[src/rtl/txf_pkg.sv]
package txf_pkg;

    typedef enum logic [2:0] {
        ST_IDLE,
        ST_START,
        ST_DATA,
        ST_PARITY,
        ST_STOP
    } txf_state_e;

    // Select byte number idx of a word; swap reverses the byte order.
    function automatic logic [7:0] pick_byte(input logic [31:0] w,
                                             input logic [1:0]  idx,
                                             input logic        swap);
        logic [1:0] sel;
        sel = swap ? (2'd3 - idx) : idx;
        unique case (sel)
            2'd0: return w[7:0];
            2'd1: return w[15:8];
            2'd2: return w[23:16];
            default: return w[31:24];
        endcase
    endfunction

endpackage

[src/rtl/txf_fifo.sv]
module txf_fifo #(
    parameter int WIDTH = 32,
    parameter int DEPTH = 16,
    parameter int CW    = $clog2(DEPTH) + 1
) (
    input  logic             clk,
    input  logic             rst_n,
    input  logic             push,
    input  logic [WIDTH-1:0] din,
    input  logic             pop,
    output logic [WIDTH-1:0] dout,
    output logic             empty,
    output logic             full,
    output logic [CW-1:0]    count
);
    localparam int AW = $clog2(DEPTH);

    logic [WIDTH-1:0] mem [DEPTH];
    logic [AW-1:0]    wp_q, rp_q;
    logic [CW-1:0]    cnt_q;
    logic             push_ok, pop_ok;

    assign empty   = (cnt_q == '0);
    assign full    = (cnt_q == CW'(DEPTH));
    assign push_ok = push && !full;
    assign pop_ok  = pop && !empty;
    assign dout    = mem[rp_q];
    assign count   = cnt_q;

    always_ff @(posedge clk) begin
        if (push_ok) mem[wp_q] <= din;
    end

    always_ff @(posedge clk) begin
        if (!rst_n) begin
            wp_q  <= '0;
            rp_q  <= '0;
            cnt_q <= '0;
        end else begin
            if (push_ok) wp_q <= wp_q + 1'b1;
            if (pop_ok)  rp_q <= rp_q + 1'b1;
            unique case ({push_ok, pop_ok})
                2'b10:   cnt_q <= cnt_q + 1'b1;
                2'b01:   cnt_q <= cnt_q - 1'b1;
                default: cnt_q <= cnt_q;
            endcase
        end
    end


    no_overflow_chk: assert property (@(posedge clk) disable iff (!rst_n)
        cnt_q <= CW'(DEPTH));


    pop_nonempty_chk: assert property (@(posedge clk) disable iff (!rst_n)
        pop |-> !empty);

endmodule

[src/rtl/txf_frame_fsm.sv]
module txf_frame_fsm
    import txf_pkg::*;
#(
    parameter int LEN_W     = 16,
    parameter int MARK_BITS = 2
) (
    input  logic             clk,
    input  logic             rst_n,
    input  logic             bit_tick,
    input  logic             cts,
    input  logic             tx_enable,
    input  logic             len_from_reg,
    input  logic [LEN_W-1:0] fixed_len,
    input  logic [LEN_W-1:0] len_head,
    input  logic             len_empty,
    input  logic [31:0]      word_head,
    input  logic             word_empty,
    input  logic             start_level,
    input  logic             mark_level,
    input  logic             odd_parity,
    input  logic             lsb_first,
    input  logic             byte_swap,
    output logic             word_pop,
    output logic             len_pop,
    output logic             uf_pulse,
    output logic             done_pulse,
    output logic             sdata,
    output logic             busy
);
    localparam int BC_W = $clog2((MARK_BITS > 8) ? MARK_BITS : 8) + 1;
    localparam logic [BC_W-1:0] LAST_DATA = BC_W'(7);
    localparam logic [BC_W-1:0] LAST_MARK = BC_W'(MARK_BITS - 1);

    txf_state_e       state_q, state_d;
    logic [BC_W-1:0]  bit_q, bit_d;
    logic [31:0]      word_q, word_d;
    logic [1:0]       idx_q, idx_d;
    logic [7:0]       byte_q, byte_d;
    logic [LEN_W-1:0] left_q, left_d;

    logic             len_avail;
    logic [LEN_W-1:0] cur_len;
    logic             go;

    assign len_avail = len_from_reg ? (fixed_len != '0) : !len_empty;
    assign cur_len   = len_from_reg ? fixed_len : len_head;
    assign go        = cts && !word_empty && len_avail;

    // Next-state and datapath decisions
    always_comb begin
        state_d    = state_q;
        bit_d      = bit_q;
        word_d     = word_q;
        idx_d      = idx_q;
        byte_d     = byte_q;
        left_d     = left_q;
        word_pop   = 1'b0;
        len_pop    = 1'b0;
        uf_pulse   = 1'b0;
        done_pulse = 1'b0;
        if (!tx_enable) begin
            state_d = ST_IDLE;
        end else if (bit_tick) begin
            unique case (state_q)
                ST_IDLE: begin
                    if (go) begin
                        if (!len_from_reg && (len_head == '0)) begin
                            len_pop = 1'b1;
                        end else begin
                            word_pop = 1'b1;
                            len_pop  = !len_from_reg;
                            word_d   = word_head;
                            idx_d    = 2'd0;
                            byte_d   = pick_byte(word_head, 2'd0, byte_swap);
                            left_d   = cur_len;
                            state_d  = ST_START;
                        end
                    end
                end
                ST_START: begin
                    bit_d   = '0;
                    state_d = ST_DATA;
                end
                ST_DATA: begin
                    if (bit_q == LAST_DATA) begin
                        state_d = ST_PARITY;
                    end else begin
                        bit_d = bit_q + 1'b1;
                    end
                end
                ST_PARITY: begin
                    bit_d   = '0;
                    state_d = ST_STOP;
                end
                ST_STOP: begin
                    if (bit_q != LAST_MARK) begin
                        bit_d = bit_q + 1'b1;
                    end else if (left_q == LEN_W'(1)) begin
                        done_pulse = 1'b1;
                        state_d    = ST_IDLE;
                    end else if (idx_q != 2'd3) begin
                        idx_d   = idx_q + 2'd1;
                        byte_d  = pick_byte(word_q, idx_q + 2'd1, byte_swap);
                        left_d  = left_q - 1'b1;
                        state_d = ST_START;
                    end else if (!word_empty) begin
                        word_pop = 1'b1;
                        word_d   = word_head;
                        idx_d    = 2'd0;
                        byte_d   = pick_byte(word_head, 2'd0, byte_swap);
                        left_d   = left_q - 1'b1;
                        state_d  = ST_START;
                    end else begin
                        uf_pulse = 1'b1;
                        state_d  = ST_IDLE;
                    end
                end
                default: state_d = ST_IDLE;
            endcase
        end
    end

    // State register
    always_ff @(posedge clk) begin
        if (!rst_n) begin
            state_q <= ST_IDLE;
            bit_q   <= '0;
            word_q  <= '0;
            idx_q   <= '0;
            byte_q  <= '0;
            left_q  <= '0;
        end else begin
            state_q <= state_d;
            bit_q   <= bit_d;
            word_q  <= word_d;
            idx_q   <= idx_d;
            byte_q  <= byte_d;
            left_q  <= left_d;
        end
    end

    // Line outputs
    always_comb begin
        busy = (state_q != ST_IDLE);
        unique case (state_q)
            ST_START:  sdata = start_level;
            ST_DATA:   sdata = lsb_first ? byte_q[bit_q[2:0]] : byte_q[3'd7 - bit_q[2:0]];
            ST_PARITY: sdata = (^byte_q) ^ odd_parity;
            default:   sdata = mark_level;
        endcase
    end


    start_gate_chk: assert property (@(posedge clk) disable iff (!rst_n)
        (state_q == ST_START && $past(state_q) == ST_IDLE) |-> $past(cts && tx_enable && !word_empty));


    abort_idle_chk: assert property (@(posedge clk) disable iff (!rst_n)
        !tx_enable |=> (state_q == ST_IDLE));


    tick_step_chk: assert property (@(posedge clk) disable iff (!rst_n)
        ($past(tx_enable) && (state_q != $past(state_q))) |-> $past(bit_tick));

endmodule

[src/rtl/txf_status.sv]
module txf_status #(
    parameter int CW = 5
) (
    input  logic          clk,
    input  logic          rst_n,
    input  logic          uf_set,
    input  logic          done_set,
    input  logic [1:0]    clear_w1c,
    input  logic [CW-1:0] word_count,
    input  logic [CW-1:0] ae_level,
    input  logic          uf_irq_en,
    input  logic          ae_irq_en,
    input  logic          done_irq_en,
    output logic          underflow_sts,
    output logic          done_sts,
    output logic          almost_empty,
    output logic          irq
);
    logic uf_q, done_q;

    always_ff @(posedge clk) begin
        if (!rst_n) begin
            uf_q   <= 1'b0;
            done_q <= 1'b0;
        end else begin
            if (uf_set)            uf_q <= 1'b1;
            else if (clear_w1c[0]) uf_q <= 1'b0;
            if (done_set)          done_q <= 1'b1;
            else if (clear_w1c[1]) done_q <= 1'b0;
        end
    end

    assign underflow_sts = uf_q;
    assign done_sts      = done_q;
    assign almost_empty  = (word_count < ae_level);
    assign irq           = (uf_q && uf_irq_en) || (done_q && done_irq_en) ||
                           (almost_empty && ae_irq_en);


    uf_latch_chk: assert property (@(posedge clk) disable iff (!rst_n)
        uf_set |=> uf_q);


    done_latch_chk: assert property (@(posedge clk) disable iff (!rst_n)
        done_set |=> done_q);

endmodule

[src/rtl/txf_top.sv]
module txf_top #(
    parameter int WORD_DEPTH = 16,
    parameter int LEN_DEPTH  = 4,
    parameter int LEN_W      = 16,
    parameter int MARK_BITS  = 2,
    parameter int CNT_W      = $clog2(WORD_DEPTH) + 1
) (
    input  logic             clk,
    input  logic             rst_n,
    input  logic             bit_tick,
    input  logic             cts,
    input  logic             tx_enable,
    input  logic             len_from_reg,
    input  logic [LEN_W-1:0] fixed_len,
    input  logic             start_level,
    input  logic             mark_level,
    input  logic             odd_parity,
    input  logic             lsb_first,
    input  logic             byte_swap,
    input  logic [CNT_W-1:0] ae_level,
    input  logic             uf_irq_en,
    input  logic             ae_irq_en,
    input  logic             done_irq_en,
    input  logic             word_wr,
    input  logic [31:0]      word_data,
    output logic             word_full,
    input  logic             len_wr,
    input  logic [LEN_W-1:0] len_data,
    output logic             len_full,
    input  logic [1:0]       clear_w1c,
    output logic             sdata,
    output logic             busy,
    output logic [CNT_W-1:0] word_count,
    output logic             almost_empty,
    output logic             underflow_sts,
    output logic             done_sts,
    output logic             irq
);
    localparam int LCW = $clog2(LEN_DEPTH) + 1;

    logic [31:0]      word_head;
    logic             word_empty, word_pop;
    logic [LEN_W-1:0] len_head;
    logic             len_empty, len_pop;
    logic [LCW-1:0]   len_count;
    logic             uf_pulse, done_pulse;

    txf_fifo #(.WIDTH(32), .DEPTH(WORD_DEPTH), .CW(CNT_W)) u_words (
        .clk(clk), .rst_n(rst_n), .push(word_wr), .din(word_data),
        .pop(word_pop), .dout(word_head), .empty(word_empty),
        .full(word_full), .count(word_count)
    );

    txf_fifo #(.WIDTH(LEN_W), .DEPTH(LEN_DEPTH), .CW(LCW)) u_lens (
        .clk(clk), .rst_n(rst_n), .push(len_wr), .din(len_data),
        .pop(len_pop), .dout(len_head), .empty(len_empty),
        .full(len_full), .count(len_count)
    );

    txf_frame_fsm #(.LEN_W(LEN_W), .MARK_BITS(MARK_BITS)) u_fsm (
        .clk(clk), .rst_n(rst_n), .bit_tick(bit_tick), .cts(cts),
        .tx_enable(tx_enable), .len_from_reg(len_from_reg),
        .fixed_len(fixed_len), .len_head(len_head), .len_empty(len_empty),
        .word_head(word_head), .word_empty(word_empty),
        .start_level(start_level), .mark_level(mark_level),
        .odd_parity(odd_parity), .lsb_first(lsb_first), .byte_swap(byte_swap),
        .word_pop(word_pop), .len_pop(len_pop), .uf_pulse(uf_pulse),
        .done_pulse(done_pulse), .sdata(sdata), .busy(busy)
    );

    txf_status #(.CW(CNT_W)) u_status (
        .clk(clk), .rst_n(rst_n), .uf_set(uf_pulse), .done_set(done_pulse),
        .clear_w1c(clear_w1c), .word_count(word_count), .ae_level(ae_level),
        .uf_irq_en(uf_irq_en), .ae_irq_en(ae_irq_en), .done_irq_en(done_irq_en),
        .underflow_sts(underflow_sts), .done_sts(done_sts),
        .almost_empty(almost_empty), .irq(irq)
    );


    len_bound_chk: assert property (@(posedge clk) disable iff (!rst_n)
        len_count <= LCW'(LEN_DEPTH));

endmodule

[config.mk]
export PLATFORM = sky130hd
export DESIGN_NAME = txf_top
export DESIGN_NICKNAME = d
export VERILOG_FILES = /design/src/rtl/txf_pkg.sv /design/src/rtl/txf_fifo.sv /design/src/rtl/txf_frame_fsm.sv /design/src/rtl/txf_status.sv /design/src/rtl/txf_top.sv
export SDC_FILE = /design/constraint.sdc
export NUM_CORES = 1
export LEC_CHECK = 0
export BUFFER_PORTS_ARGS = -buffer_cell sky130_fd_sc_hd__buf_4
export CAP_MARGIN = 10
export CELL_PAD_IN_SITES_DETAIL_PLACEMENT = 2
export CELL_PAD_IN_SITES_GLOBAL_PLACEMENT = 2
export CORE_ASPECT_RATIO = 0.7
export CORE_MARGIN = 2
export CORE_UTILIZATION = 45
export DETAILED_ROUTE_END_ITERATION = 10
export PLACE_DENSITY_LB_ADDON = 0.2
export SETUP_SLACK_MARGIN = 0.02
export SYNTH_ARGS = -nofsm -noshare
export SYNTH_HDL_FRONTEND = slang
export SYNTH_SLANG_ARGS = --single-unit
[constraint.sdc]
create_clock -name clk -period 5.2 [get_ports clk]
set_clock_uncertainty 0.1 [all_clocks]
set_input_delay 0.26 -clock clk [delete_from_list [all_inputs] [get_ports clk]]
set_output_delay 0.26 -clock clk [all_outputs]
set_load 0.005 [all_outputs]
==> flow_metrics.env <==
export IMPL_required_ns=5.60
export IMPL_worstPathCellList="mux4_1 > nor4_2 > nand2_1 > o21ai_2 > a211o_2 > inv_2 > ha_1 > xor2_1 > ha_1 > a41o_1 > o21ai_1 > or3b_1 > xnor2_1 > and2_1"
export IMPL_synth_top_family_by_area="multiplexers"
export IMPL_final_util=0.528
export IMPL_vias=14692
export IMPL_leakage_nw=10.1
export IMPL_overflow=0
export IMPL_htreeDepth=3
export IMPL_final_hold_violation_count=0
export IMPL_wl_mm=75.6
export IMPL_fin_crit_sh=0.840
export IMPL_final_max_slew_viol_count=0
export IMPL_io_buffers=99
export IMPL_path_max_fanout=17
export IMPL_post_route_drc_count=0
export IMPL_max_freq_ghz=0.229
export IMPL_layoutNonFillerInstCount=2504
export IMPL_yosysUniqueCellTypes=66
export IMPL_crit_path_top_delay_cell="dfxtp_1"
export IMPL_crit_buf_inv=1
export IMPL_worst_setup_path_type="reg2reg"
export IMPL_areaGrowthSynthToFinish_pct=16.5
export IMPL_grt_pass1_wl_mm=112
export IMPL_nets=1756
export IMPL_end_kind="register"
export IMPL_final_cell_area_mm2=0.0315
export IMPL_drt_iter0_drc=1289
export IMPL_ys_seq_area_frac=0.708
export IMPL_clk_insertion_delay_late_ns=0.62
export IMPL_peakVddDrop_mv=0.234
export IMPL_rsz0062_at_grt="false"
export IMPL_startpoint_type="register"
export IMPL_place_gp_congestion=0.766
export IMPL_final_cell_mix="edfxtp_1, mux4_2, buf_4"
export IMPL_drive_gt1_frac=0.258
export IMPL_ys_ff_latch=669
export IMPL_yosys_area_share_simple=0.0509
export IMPL_setup_slack_ns=0.835
export IMPL_power_density_mw_per_mm2=360
export IMPL_syn_instance_count=1472
export IMPL_fp_row_count=75
export IMPL_final_common_cell="edfxtp_1"
export IMPL_grt_util_all_layers=0.248
export IMPL_dpl_cell_area_mm2=0.0289
export IMPL_ant_nets=0
export IMPL_crit_family="simple AND/OR/NAND/NOR gates"
export IMPL_dp_slack_ns=0.852
export IMPL_diodes=0
export IMPL_wire_per_inst_um=30.2
export IMPL_grt_pass1_vias=15991
export IMPL_synth_cell_area_mm2=0.0271
export IMPL_initial_core_util=0.453
export IMPL_muxShareOfSynthArea=0.168
export IMPL_dp_cells=2332
export IMPL_worst_slew_pin_slew_ns=1.07
export IMPL_clockBufferDepth=3
export IMPL_syn_avg_cell_area_um2=18.4
export IMPL_slowest_delay_ns=0.88
export IMPL_async_flop_share=0
export IMPL_ctsResizeCount=0
export IMPL_synthXorXnorAreaFrac=0.00712
export IMPL_syn_nets=1582
export IMPL_fin_setup_tns_ns=0
export IMPL_synth_edf_count=576
export IMPL_io_pins=100
export IMPL_drtPass1Iterations=5
export IMPL_cp_data_arrival_time_ns=4.77
export IMPL_ys_warn_count=0
export IMPL_synth_ff_type="edfxtp_1"
export IMPL_grt_max_degree=92
export IMPL_die_w_um=297
export IMPL_dp_hpwl_mm=44.8
export IMPL_die_h_um=209
export IMPL_antenna_found_initial=1
export IMPL_relSlewSlack=0.287
export IMPL_fill_cells=5191
export IMPL_synth_adder_area_share=0.0109
export IMPL_fp_coreArea_mm2=0.0597
export IMPL_cts_tree="built"
export IMPL_status="finished, final reports clean"
export IMPL_cts_buffers=67
export IMPL_cts_reportedPaths_clkPinSlew_ns=0.07
export IMPL_cap_violations=0
export IMPL_cp_common_cell="ha_1"
export IMPL_die_area_mm2=0.0622
export IMPL_root_buffer="clkbuf_16"
export IMPL_synth_compound_area_frac=0.0389
export IMPL_timing_final_crit_period_ns=4.37
export IMPL_hp_class="in2reg"
export IMPL_vias_per_cell=5.87
export IMPL_clkSinkCount=669
export IMPL_setup_viol=0
[worst reg2reg max path, delay by kind of cell (launching register included)]
kind / cells / cell delay (ns)
DFF: 1 / 0.88
and+or+nand+nor: 4 / 1.10
xor gates and xnor gates: 2 / 0.32
adders and majority gates: 2 / 0.54
muxes: 1 / 0.50
AOI/OAI and AO/OA: 4 / 0.80
buffers and inverters: 1 / 0.05
[metrics by stage]
| step | total power, mW | hold slack [ns] |
|---|---|---|
| 6_report | 11.4 | 0.0362 |
| 2_1_floorplan | 6.33 | 0.259 |
| 5_1_grt | 11.7 | 0.0441 |
| 4_1_cts | 11.4 | 0.0172 |
| 3_5_place_dp | 6.62 | 0.358 |
| 3_3_place_gp | 6.58 | 0.341 |
[registers in the layout, summed over array words and instances, names as in the netlist, named ones only]
name	cells
u_fsm.bit_q	4
u_status.done_sts	1
u_words.count	5
u_words.mem	512
u_lens.count	3
u_status.underflow_sts	1
u_lens.rp_q	2
u_fsm.idx_q	2
u_fsm.state_q	3
u_lens.mem	64
u_fsm.word_q	32
u_words.rp_q	4
u_words.wp_q	4
u_lens.wp_q	2
u_fsm.left_q	16
u_fsm.byte_q	8
[path summary, 6_finish.rpt]
kind                          from                to  slack [ns]  cells past startpoint
hold reg to reg   u_fsm.word_q[25]  u_fsm.word_q[25]        0.37                      2
setup / recovery          register  u_words.count[2]        0.83                     14
hold / removal       fixed_len[14]  u_fsm.left_q[14]        0.04                      4
setup reg to reg          register  u_words.count[2]        0.83                     14
[synth_stat cells, drive strengths merged, types with 5 or more instances]
master / instances / area share
mux2: 9 / 0.0037
o21ai: 60 / 0.011
nand2b: 8 / 0.0018
a21oi: 29 / 0.0054
buf: 34 / 0.0066
nand4: 6 / 0.0016
a211o: 5 / 0.0017
nand2: 65 / 0.0090
dfxtp: 93 / 0.069
or3: 7 / 0.0016
and2: 37 / 0.0086
clkbuf: 46 / 0.0064
mux4: 180 / 0.15
edfxtp: 576 / 0.64
xnor2: 16 / 0.0052
nor2b: 39 / 0.0091
nor2: 54 / 0.0075
mux2i: 37 / 0.014
o22ai: 17 / 0.0039
nor3: 13 / 0.0024
nand3: 6 / 0.0011
nor4: 11 / 0.0032
ha: 22 / 0.010
a21boi: 27 / 0.0075
inv: 23 / 0.0032
xor2: 6 / 0.0019
[kinds of logic after synthesis]
kind of cell,after synthesis
xor gates and xnor gates,22
AOI/OAI and AO/OA,167
muxes,226
and+or+nand+nor,262
adders and majority gates,23
buffers and inverters,103
DFF,669
[per-layer routing]
metal | vias to the layer above | track usage | part of all wire
met3 | 99 | 0.0466 | 0.055
met2 | 408 | 0.397 | 0.48
met4 | 0 | 0.0563 | 0.016
met1 | 7918 | 0.357 | 0.45
met5 | - | 0 | 0
li1 | 6267 | - | -
[final cells by class]
| type | count | area, um^2 | share of cell area |
|---|---|---|---|
| clock inverters | 31 | 307 | 0.00972 |
| flip-flops and latches | 669 | 19200 | 0.608 |
| inverters | 23 | 86.3 | 0.00274 |
| clock buffers | 88 | 1820 | 0.0576 |
| multi-input cells | 700 | 7590 | 0.241 |
| well taps | 808 | 1010 | 0.0321 |
| repair buffers | 185 | 1560 | 0.0494 |
[repair_timing]
item	CTS	global route
hold buffers	53	0
buffers inserted	0	0
hold endpoints to repair	581	0
[where the power goes]
group | total (mW) | switching, mW | internal (mW)
registers | 5.96 | 0.0454 | 5.92
logic | 0.574 | 0.341 | 0.233
clock network | 4.82 | 2.09 | 2.73
Power figures use the tool's default switching activity.
